[config.mk]
export PLATFORM = sky130hd
export DESIGN_NAME = irqSteerAgg
export DESIGN_NICKNAME = d
export VERILOG_FILES = /design/src/rtl/irqSteerPkg.sv /design/src/rtl/irqAggCtl.sv /design/src/rtl/irqAggPath.sv /design/src/rtl/irqSteerAgg.sv
export SDC_FILE = /design/constraint.sdc
export NUM_CORES = 2
export LEC_CHECK = 0
export ABC_AREA = 1
export BUFFER_PORTS_ARGS = -buffer_cell sky130_fd_sc_hd__clkbuf_2
export CAP_MARGIN = 20
export CORE_MARGIN = 2
export CORE_UTILIZATION = 39
export DETAILED_ROUTE_END_ITERATION = 10
export GPL_ROUTABILITY_DRIVEN = 1
export PLACE_DENSITY_LB_ADDON = 0.05
export SYNTH_ARGS = -nofsm -noshare
export SYNTH_HDL_FRONTEND = slang
export SYNTH_SLANG_ARGS = --single-unit
[constraint.sdc]
create_clock -name clk -period 2.2 [get_ports clk]
set_clock_uncertainty 0.2 [all_clocks]
set_input_delay 0.11 -clock clk [delete_from_list [all_inputs] [get_ports clk]]
set_output_delay 0.11 -clock clk [all_outputs]
set_load 0.01 [all_outputs]
[src/rtl/irqSteerPkg.sv]
package irqSteerPkg;
  localparam int WORD_W = 32;

  typedef struct packed {
    logic maskWr;
    logic forceWr;
    logic mdisWr;
  } regStrobe_t;

  typedef enum logic [2:0] {
    BK_NONE,
    BK_MASK,
    BK_FORCE,
    BK_STAT,
    BK_MDIS,
    BK_MSTAT
  } bankSel_t;
endpackage

[src/rtl/irqAggCtl.sv]
module irqAggCtl
  import irqSteerPkg::*;
#(
  parameter int NGRP  = 16,
  parameter int NMST  = 8,
  parameter int ADDRW = 6,
  parameter int IDXW  = 4
) (
  input  logic                          clk,
  input  logic                          rstN,
  input  logic                          regWr,
  input  logic [ADDRW-1:0]              regAddr,
  input  logic [NGRP-1:0][WORD_W-1:0]   maskWords,
  input  logic [NGRP-1:0][WORD_W-1:0]   forceWords,
  input  logic [NGRP-1:0][WORD_W-1:0]   statusWords,
  input  logic [NMST-1:0]               mdis,
  input  logic                          anyStat,
  output regStrobe_t                    strobe,
  output logic [IDXW-1:0]               wrIdx,
  output logic [WORD_W-1:0]             regRdata
);
  localparam int FORCE_BASE = NGRP;
  localparam int STAT_BASE  = 2 * NGRP;
  localparam int MDIS_ADDR  = 3 * NGRP;
  localparam int MSTAT_ADDR = 3 * NGRP + 1;

  bankSel_t          bank;
  logic [IDXW-1:0]   idx;
  logic [WORD_W-1:0] rdNext;

  always_comb begin
    bank = BK_NONE;
    idx  = '0;
    for (int r = 0; r < NGRP; r++) begin
      if (regAddr == ADDRW'(r)) begin
        bank = BK_MASK;
        idx  = IDXW'(r);
      end
      if (regAddr == ADDRW'(FORCE_BASE + r)) begin
        bank = BK_FORCE;
        idx  = IDXW'(r);
      end
      if (regAddr == ADDRW'(STAT_BASE + r)) begin
        bank = BK_STAT;
        idx  = IDXW'(r);
      end
    end
    if (regAddr == ADDRW'(MDIS_ADDR))  bank = BK_MDIS;
    if (regAddr == ADDRW'(MSTAT_ADDR)) bank = BK_MSTAT;
  end

  always_comb begin
    strobe         = '0;
    strobe.maskWr  = regWr && (bank == BK_MASK);
    strobe.forceWr = regWr && (bank == BK_FORCE);
    strobe.mdisWr  = regWr && (bank == BK_MDIS);
    wrIdx          = idx;
  end

  always_comb begin
    unique case (bank)
      BK_MASK:  rdNext = maskWords[idx];
      BK_FORCE: rdNext = forceWords[idx];
      BK_STAT:  rdNext = statusWords[idx];
      BK_MDIS:  rdNext = WORD_W'(mdis);
      BK_MSTAT: rdNext = WORD_W'(anyStat);
      default:  rdNext = '0;
    endcase
  end

  always_ff @(posedge clk or negedge rstN) begin
    if (!rstN) regRdata <= '0;
    else       regRdata <= rdNext;
  end
endmodule

[src/rtl/irqAggPath.sv]
module irqAggPath
  import irqSteerPkg::*;
#(
  parameter int NUM_SRC     = 512,
  parameter int NMST        = 8,
  parameter int SYNC_STAGES = 2,
  parameter int IDXW        = 4
) (
  input  logic                          clk,
  input  logic                          rstN,
  input  logic [NUM_SRC-1:0]            srcIrq,
  input  regStrobe_t                    strobe,
  input  logic [IDXW-1:0]               wrIdx,
  input  logic [WORD_W-1:0]             wrData,
  output logic [NUM_SRC/WORD_W-1:0][WORD_W-1:0] maskWords,
  output logic [NUM_SRC/WORD_W-1:0][WORD_W-1:0] forceWords,
  output logic [NUM_SRC/WORD_W-1:0][WORD_W-1:0] statusWords,
  output logic [NMST-1:0]               mdis,
  output logic                          anyStat,
  output logic [NMST-1:0]               masterIrq
);
  localparam int NGRP = NUM_SRC / WORD_W;
  localparam int GPM  = NGRP / NMST;

  logic [NUM_SRC-1:0] syncQ [SYNC_STAGES];
  logic [NUM_SRC-1:0] srcSettled;
  logic [NGRP-1:0]    groupAny;
  logic [NMST-1:0]    masterNext;

  always_ff @(posedge clk or negedge rstN) begin
    if (!rstN) begin
      for (int s = 0; s < SYNC_STAGES; s++) syncQ[s] <= '0;
    end else begin
      syncQ[0] <= srcIrq;
      for (int s = 1; s < SYNC_STAGES; s++) syncQ[s] <= syncQ[s-1];
    end
  end
  assign srcSettled = syncQ[SYNC_STAGES-1];

  always_ff @(posedge clk or negedge rstN) begin
    if (!rstN) begin
      maskWords  <= '0;
      forceWords <= '0;
      mdis       <= '0;
    end else begin
      if (strobe.maskWr)  maskWords[wrIdx]  <= wrData;
      if (strobe.forceWr) forceWords[wrIdx] <= wrData;
      if (strobe.mdisWr)  mdis              <= wrData[NMST-1:0];
    end
  end

  for (genvar r = 0; r < NGRP; r++) begin : g_word
    localparam int GRP = NGRP - 1 - r;
    assign statusWords[r] = (srcSettled[GRP*WORD_W +: WORD_W] & maskWords[r]) | forceWords[r];
    assign groupAny[GRP]  = |statusWords[r];
  end

  for (genvar m = 0; m < NMST; m++) begin : g_master
    assign masterNext[m] = (|groupAny[m*GPM +: GPM]) & ~mdis[m];
  end

  assign anyStat = |groupAny;

  always_ff @(posedge clk or negedge rstN) begin
    if (!rstN) masterIrq <= '0;
    else       masterIrq <= masterNext;
  end
endmodule

[src/rtl/irqSteerAgg.sv]
module irqSteerAgg
  import irqSteerPkg::*;
#(
  parameter int NUM_SRC     = 512,
  parameter int NUM_MASTER  = 8,
  parameter int SYNC_STAGES = 2
) (
  input  logic                        clk,
  input  logic                        rstN,
  input  logic [NUM_SRC-1:0]          srcIrq,
  input  logic                        regWr,
  input  logic [$clog2(3*(NUM_SRC/32)+2)-1:0] regAddr,
  input  logic [31:0]                 regWdata,
  output logic [31:0]                 regRdata,
  output logic [NUM_MASTER-1:0]       masterIrq
);
  localparam int NGRP  = NUM_SRC / WORD_W;
  localparam int ADDRW = $clog2(3 * NGRP + 2);
  localparam int IDXW  = (NGRP > 1) ? $clog2(NGRP) : 1;

  regStrobe_t                  strobe;
  logic [IDXW-1:0]             wrIdx;
  logic [NGRP-1:0][WORD_W-1:0] maskWords;
  logic [NGRP-1:0][WORD_W-1:0] forceWords;
  logic [NGRP-1:0][WORD_W-1:0] statusWords;
  logic [NUM_MASTER-1:0]       mdis;
  logic                        anyStat;

  irqAggCtl #(
    .NGRP (NGRP),
    .NMST (NUM_MASTER),
    .ADDRW(ADDRW),
    .IDXW (IDXW)
  ) uCtl (
    .clk        (clk),
    .rstN       (rstN),
    .regWr      (regWr),
    .regAddr    (regAddr),
    .maskWords  (maskWords),
    .forceWords (forceWords),
    .statusWords(statusWords),
    .mdis       (mdis),
    .anyStat    (anyStat),
    .strobe     (strobe),
    .wrIdx      (wrIdx),
    .regRdata   (regRdata)
  );

  irqAggPath #(
    .NUM_SRC    (NUM_SRC),
    .NMST       (NUM_MASTER),
    .SYNC_STAGES(SYNC_STAGES),
    .IDXW       (IDXW)
  ) uPath (
    .clk        (clk),
    .rstN       (rstN),
    .srcIrq     (srcIrq),
    .strobe     (strobe),
    .wrIdx      (wrIdx),
    .wrData     (regWdata),
    .maskWords  (maskWords),
    .forceWords (forceWords),
    .statusWords(statusWords),
    .mdis       (mdis),
    .anyStat    (anyStat),
    .masterIrq  (masterIrq)
  );
endmodule

# == After elaboration in Yosys (flattened, before gate mapping) ==
# Index checks and enable logic that the tools add are counted.
# Widths: inputs -> output; s select.
# classes
n_lt_le_gt_ge,2
eq_ne,54
muxes,106
bitwise_logic,48
reduce_logical,14
# ops
operator,count
$bwmux 512,2
$and 32x32->32,16
$or 32x32->32,16
$reduce_or 512->1,1
$reduce_or 64->1,8
$bmux 32 s4,3
$mux 3,61
$pmux 32 s5,1
$demux 32 s4,1
$mux 32,4
$eq 6x6->1 const B,18
$eq 6x5->1 const B,16
$mux 4,24
$eq 6x4->1 const B,8
$eq 6x3->1 const B,4
$eq 6x2->1 const B,2
$mux 2,6
$and 1x1->1,8
$not 1->1,8
$eq 3x2->1 const B,2
$eq 3x3->1 const B,2
$eq 6x1->1 const B,1
$logic_not 6->1,1
$lt 4x5->1 const B,1
other kinds (4),10
# totals
regBits,2096
input_bits,553
wordCells,261

# == Depth between registers and ports, before layout ==
# depth
word_depth,53
mapped_depth,14

# == By module ==
# A second synthesis with hierarchy kept.
# hier_totals
cells_unflattened,9441
area_unflattened_um2,84855.1
# by_module_without_submodules
module,instances,cells_each,area_per_inst_um2,seq_area_each_um2
irqAggPath,1,5954,68633.3,51649.5
irqAggCtl,1,3487,16221.8,800.8

# == Least setup slack after synthesis ==
# OpenSTA, ideal clock, no wires.
# synth_timing
path_kind,input to register
start,input regAddr[5]
end,register uCtl.regRdata[8]
setup_time_ns,0.127
arrival_time_ns,1.296
slack_ns,0.577
path_stages,10
path_buffers,2
cell_sequence,nand2_4 > inv_2 > nor2_1 > buf_2 > clkbuf_1 > nand3_1 > a31oi_1 > a21oi_1 > nand3_1 > nand3_1
# synth_via
elab_chain_len,53
elab_cells_between_ends,157
cone_classes,54 x eq/ne; 102 x mux; 1 x reduce/logical
# synth_rtl
element,line_no,source
start: declaration,irqSteerAgg.sv:12,"input logic [$clog2(3*(NUM_SRC/32)+2)-1:0] regAddr,"
$logic_not 6->1,irqAggCtl.sv:35,if (regAddr == ADDRW'(r)) begin
$mux 1,irqAggCtl.sv:35,
$mux 3,irqAggCtl.sv:39,if (regAddr == ADDRW'(FORCE_BASE + r)) begin
$mux 3,irqAggCtl.sv:43,if (regAddr == ADDRW'(STAT_BASE + r)) begin
$mux 3,irqAggCtl.sv:35,
$mux 3,irqAggCtl.sv:39,
$mux 3,irqAggCtl.sv:43,
$mux 3,irqAggCtl.sv:35,
[38 not listed],--,
$mux 3,irqAggCtl.sv:35,
$mux 3,irqAggCtl.sv:39,
$mux 3,irqAggCtl.sv:43,
$mux 3,irqAggCtl.sv:48,if (regAddr == ADDRW'(MDIS_ADDR)) bank = BK_MDIS;
$mux 3,irqAggCtl.sv:49,if (regAddr == ADDRW'(MSTAT_ADDR)) bank = BK_MSTAT;
$eq 3x3->1 (tied with other cells),irqAggCtl.sv:61,unique case (bank)
$pmux 32 s5 *,irqAggCtl.sv:61,
via uCtl.rdNext[8],irqAggCtl.sv:29,logic [WORD_W-1:0] rdNext;
end signal: assignment,irqAggCtl.sv:73,else regRdata <= rdNext;
end: declaration,irqAggCtl.sv:20,output logic [WORD_W-1:0] regRdata
# The timed path passes the listed nets; every way through them passes the cells marked *. The select of a mux whose other input is x is not followed.
# A chain may end at the register's enable or synchronous reset.

# == Final worst setup path ==
# layout_timing
start,register uPath.maskWords[223] (netlist name)
end,register uCtl.regRdata[0]
# layout_via
elab_chain_len,4
# layout_rtl
element,line_no,source
start: declaration,irqAggPath.sv:15,"output logic [NUM_SRC/WORD_W-1:0][WORD_W-1:0] maskWords,"
start signal: indexed assignment,irqAggPath.sv:46,if (strobe.maskWr) maskWords[wrIdx] <= wrData;
$and 32x32->32,irqAggPath.sv:54,assign statusWords[r] = (srcSettled[GRP*WORD_W +: WORD_W] & maskWords[r]) | forceWords[r];
$or 32x32->32,irqAggPath.sv:54,
$reduce_or 512->1,irqAggPath.sv:62,assign anyStat = |groupAny;
$pmux 32 s5,irqAggCtl.sv:61,
via uCtl.rdNext[0],irqAggCtl.sv:29,
# The timed path passes the listed nets, and every way through them passes these cells.

==> implementation parameters <==
Parameter                              Value

Worst hold path
  Hold WC Path Type ... primary input to flop
  Worst min-delay path endpoint ... uPath.maskWords[272]$_DFFE_PN0P_
  Number of instances on the worst hold path ... 7
  Hold Crit Start ... regAddr[5]

Detailed routing
  Post-route antenna net violation count ... 0
  Iteration-0 DRC Markers ... 9,664
  Wire length reported by the detailed router ... 413,300 µm
  Wire length per cell after detailed routing ... roughly 28 µm
  DR vias/cell ... 5.369
  Number of iterations in the first detailed-routing pass ... 6
  Detailed-route DRC error count ... 0
  Via count ... 78,110

Clocking
  TritonCTS clock tree ... built
  Number of levels in the clock H-tree ... 4
  Root Buffer ... clkbuf_16
  Clock Latency Late Sink ... 0.88 ns
  Clock-pin slew on the worst setup and hold paths ... 0.06 ns
  Number of buffers between clock root and the deepest sink ... 3
  Clock buffer count from CTS ... 223
  Sink Count ... 2,096

Critical path
  Maximum fanout along the worst path ... 2
  Cell Chain, Critical Path ... nand2_2 > nand2_4 > nor2_1 > nand4_1 > nor2_1 > nand3_2 > nor2_4 > nand2_1 > nor2_1 > nand2_1 > nand2_1 > nand2_1
  Crit path capture type ... flop
  Critical path launch point type ... flop
  CP most frequent cell ... nand2_1
  Crit Reg-Reg Startpoint ... uPath.maskWords[223]$_DFFE_PN0P_
  Class of the most critical setup path ... flop to flop
  Critical path data arrival time ... around 3 ns
  Critical path's top delay family ... simple AND/OR/NAND/NOR gates
  CP peak stage delay ... 0.39 ns
  R2r endpoint ... uCtl.regRdata[0]$_DFF_PN0_
  Slack of the worst reg-to-reg path ... -0.23 ns
  Cell count of the worst reg-to-reg path ... 12
  Worst-path cell with the longest stage delay ... dfrtp_1
  Sum of buffers and inverters on the critical path ... 0
  Required time reported for the critical path endpoint ... 2.76 ns

Die
  Cell Rows ... about 170
  Die boundary height ... 459.6 µm
  Boundary pin count ... 593
  Placeable Area ... 206,700 µm²
  Chip width ... 459.6 µm
  Initial cell density of the core ... roughly 39%
  Die Outline Area ... 211,300 µm²

Synth
  Post-synthesis area per instance ... 9.524 µm²
  Count of flip-flops with a built-in enable after synthesis ... 0
  Post-synthesis instance total ... 8,501
  Async set-reset flop share out of synthesis ... 100.0%
  Share of the synthesized area in the top cell type ... 64.79%
  Share of synthesized area occupied by flip-flops and latches ... 64.79%
  Leading cell types by count after synthesis ... 2,280 x nand2_1, 2,096 x dfrtp_1, 1,070 x o21ai_0
  Number of warnings reported in the yosys synthesis log ... 0
  Top cells by area in the synthesized netlist ... dfrtp_1 65%, nand2_1 11%, o21ai_0 6.6%, nor2_1 3.2%, nand3_1 2.5%
  Most repeated cell in the gate-level netlist after synthesis ... nand2_1
  Library cell occupying the most area in the post-synthesis netlist ... dfrtp_1
  Post-synthesis register bit count ... 2,096
  Top flip-flop cell by instance count after synthesis ... dfrtp_1
  Net Count, Synth ... 9,054
  Netlist area before placement ... roughly 81,000 µm²
  Number of library cell types mapped by synthesis ... 41

STA
  Max frequency ... 411.9 MHz
  Final setup violation count ... 5
  Number of max-slew violations in the final report ... 0
  Number of hold violations in the final report ... 0
  Final critical delay including setup and external delays ... 2.428 ns
  Remaining max-slew budget at the tightest pin ... 50.00%
  Actual slew at the worst max-slew pin ... 0.7500 ns
  Final setup slack of the worst path ... -0.2277 ns
  Hold slack ... 0.05449 ns
  Tcrit/Tclk final ... 110.3%
  RSZ-0062 raised after global routing ... true

Placement
  Final weighted congestion in routability-driven placement ... 1.022
  Half-perimeter wire length of the detailed placement result ... 300,200 µm
  Count of input and output buffers ... 592
  Number of placed cells counting well taps ... around 13,000

Cells and area
  Fraction of layout instances using a drive strength above 1 ... 24.66%
  Sequential cell area ... roughly 52,000 µm²
  Area grow syn2layout ... 48.43%
  Multi-input gate area in the final layout ... ~26,000 µm²
  Final Non-Filler Cells ... about 15,000
  Final Net Count ... 12,190
  Total of fill cells in the finished design ... 17,840

Status
  Failing checks ... setup timing
  Outcome ... complete, but fails checks

Power and ir drop
  LEAKAGE ... ~58 nW
  PwrDens ... 889.1 nW/µm²
  Worst-case vdd ir drop ... 0.9074 mV

GRT
  Number of global-route vias before repair ... 76,820
  Gr ovfl total ... 0
  Global Route Usage Sum ... 38.82%
  Largest net degree at the start of global routing ... 137
  Initial antenna violation count ... 35
  Layer with the highest usage ... met2
  GRT met2 Usage ... just under 60%
  Met3 global-route usage ... 7.243%
  First-pass GRT wire length ... 575,800 µm
  GR Layer Usage met1 ... 54.10%

Job
  Count of maximum capacitance violations ... 0
==> layer usage <==
layer  up-vias  share of wire (%)
met5         -              0.011
met1     38950                 42
met2      3894                 43
met4         4                6.1
met3       733                8.6
li1      34530                  -
==> cells by family after synthesis <==
kind of cell | Yosys count | share of synthesized area [%]
AND/OR/NAND/NOR | 3599 | 18.00
buffers and inverters | 912 | 4.429
AO/OA/AOI/OAI | 1894 | 12.78
flip-flops | 2096 | 64.79
==> flip-flops by register name (all words and copies together) (netlist names) <==
name,cells
uPath.forceWords,512
uPath.maskWords,512
uPath.srcSettled,512
uPath.syncQ,512
uCtl.regRdata,32
uPath.masterIrq,8
uPath.mdis,8
==> worst min-delay path, cell delays in order <==
cell	delay [ns]
clkbuf_2	0.21
nand2_4	0.11
buf_4	0.17
nand3_1	0.13
nor3_4	0.05
buf_12	0.14
a21oi_1	0.15
==> worst max-delay path by stage <==
stage | startpoint | endpoint | depth (start not counted)
6_report | uPath.maskWords[223]$_DFFE_PN0P_ | uCtl.regRdata[0]$_DFF_PN0_ | 12
5_1_grt | uPath.maskWords[209]$_DFFE_PN0P_ | uCtl.regRdata[0]$_DFF_PN0_ | 12
4_1_cts | uPath.srcSettled[206]$_DFF_PN0_ | uCtl.regRdata[0]$_DFF_PN0_ | 15
3_5_place_dp | uPath.maskWords[196]$_DFFE_PN0P_ | uCtl.regRdata[0]$_DFF_PN0_ | 13
3_3_place_gp | uPath.maskWords[196]$_DFFE_PN0P_ | uCtl.regRdata[0]$_DFF_PN0_ | 13
2_1_floorplan | regAddr[5] | uCtl.regRdata[8]$_DFF_PN0_ | 10
==> stage by stage <==
step                      util (%)  cell area (µm²)  setup WS [ns]  TNS, ns  power, mW
after detailed placement     48.79           100800        -0.9592   -37.82      64.70
after floorplan                  -            80960         0.5773        0      51.35
after global placement       48.79           100800        -0.9670   -34.73      64.60
after global routing         58.15           120200        -0.2896  -0.6074      110.6
after CTS                    57.95           119800        -0.1951  -0.5219      106.4
final                        58.15           120200        -0.2277  -0.5158      106.8
==> cell type report <==
| type | instances | area share, % |
|---|---|---|
| antenna | 10 | 0.02082 |
| clock buffer | 304 | 5.361 |
| clock inverter | 116 | 1.159 |
| inverter | 416 | 1.316 |
| multi-input combinational | 5493 | 21.24 |
| sequential | 2096 | 43.65 |
| tap | 2704 | 2.815 |
| timing repair buffer | 3410 | 24.44 |
==> cell usage in the layout (no fill, tap or decap), types with 19 or more instances in the layout <==
cell / count
a21oi_1: 229
a22oi_1: 28
buf_12: 196
buf_4: 1529
bufinv_16: 23
clkbuf_1: 32
clkbuf_16: 229
clkbuf_2: 591
clkbuf_8: 43
clkinv_2: 43
clkinvlp_4: 25
dfrtp_1: 2092
dlygate4sd3_1: 1077
inv_1: 400
nand2_1: 2219
nand2_2: 55
nand3_1: 396
nand4_1: 136
nor2_1: 632
nor2_2: 32
nor2_4: 21
nor3_1: 40
o2111ai_1: 57
o21a_1: 19
o21ai_0: 1067
o21ai_1: 131
o22ai_1: 287
or2_2: 27
==> power breakdown <==
| group | leakage, nW | internal [mW] | switching, mW | total [mW] |
|---|---|---|---|---|
| clock | 3.80 | 23.3 | 16.9 | 40.2 |
| sequential | 26.2 | 42.1 | 2.73 | 44.9 |
| combinational | 27.6 | 9.42 | 12.3 | 21.8 |
| total | 57.6 | 74.9 | 32.0 | 107 |
==> repair_timing <==
action	4_1_cts	5_1_grt
gates resized for setup	66	98
pin swaps	14	36
hold buffers	1079	0
hold endpoints to repair	3671	0
setup endpoints to repair	7	23
setup buffers	7	12
(Power assumes the default switching activity.)
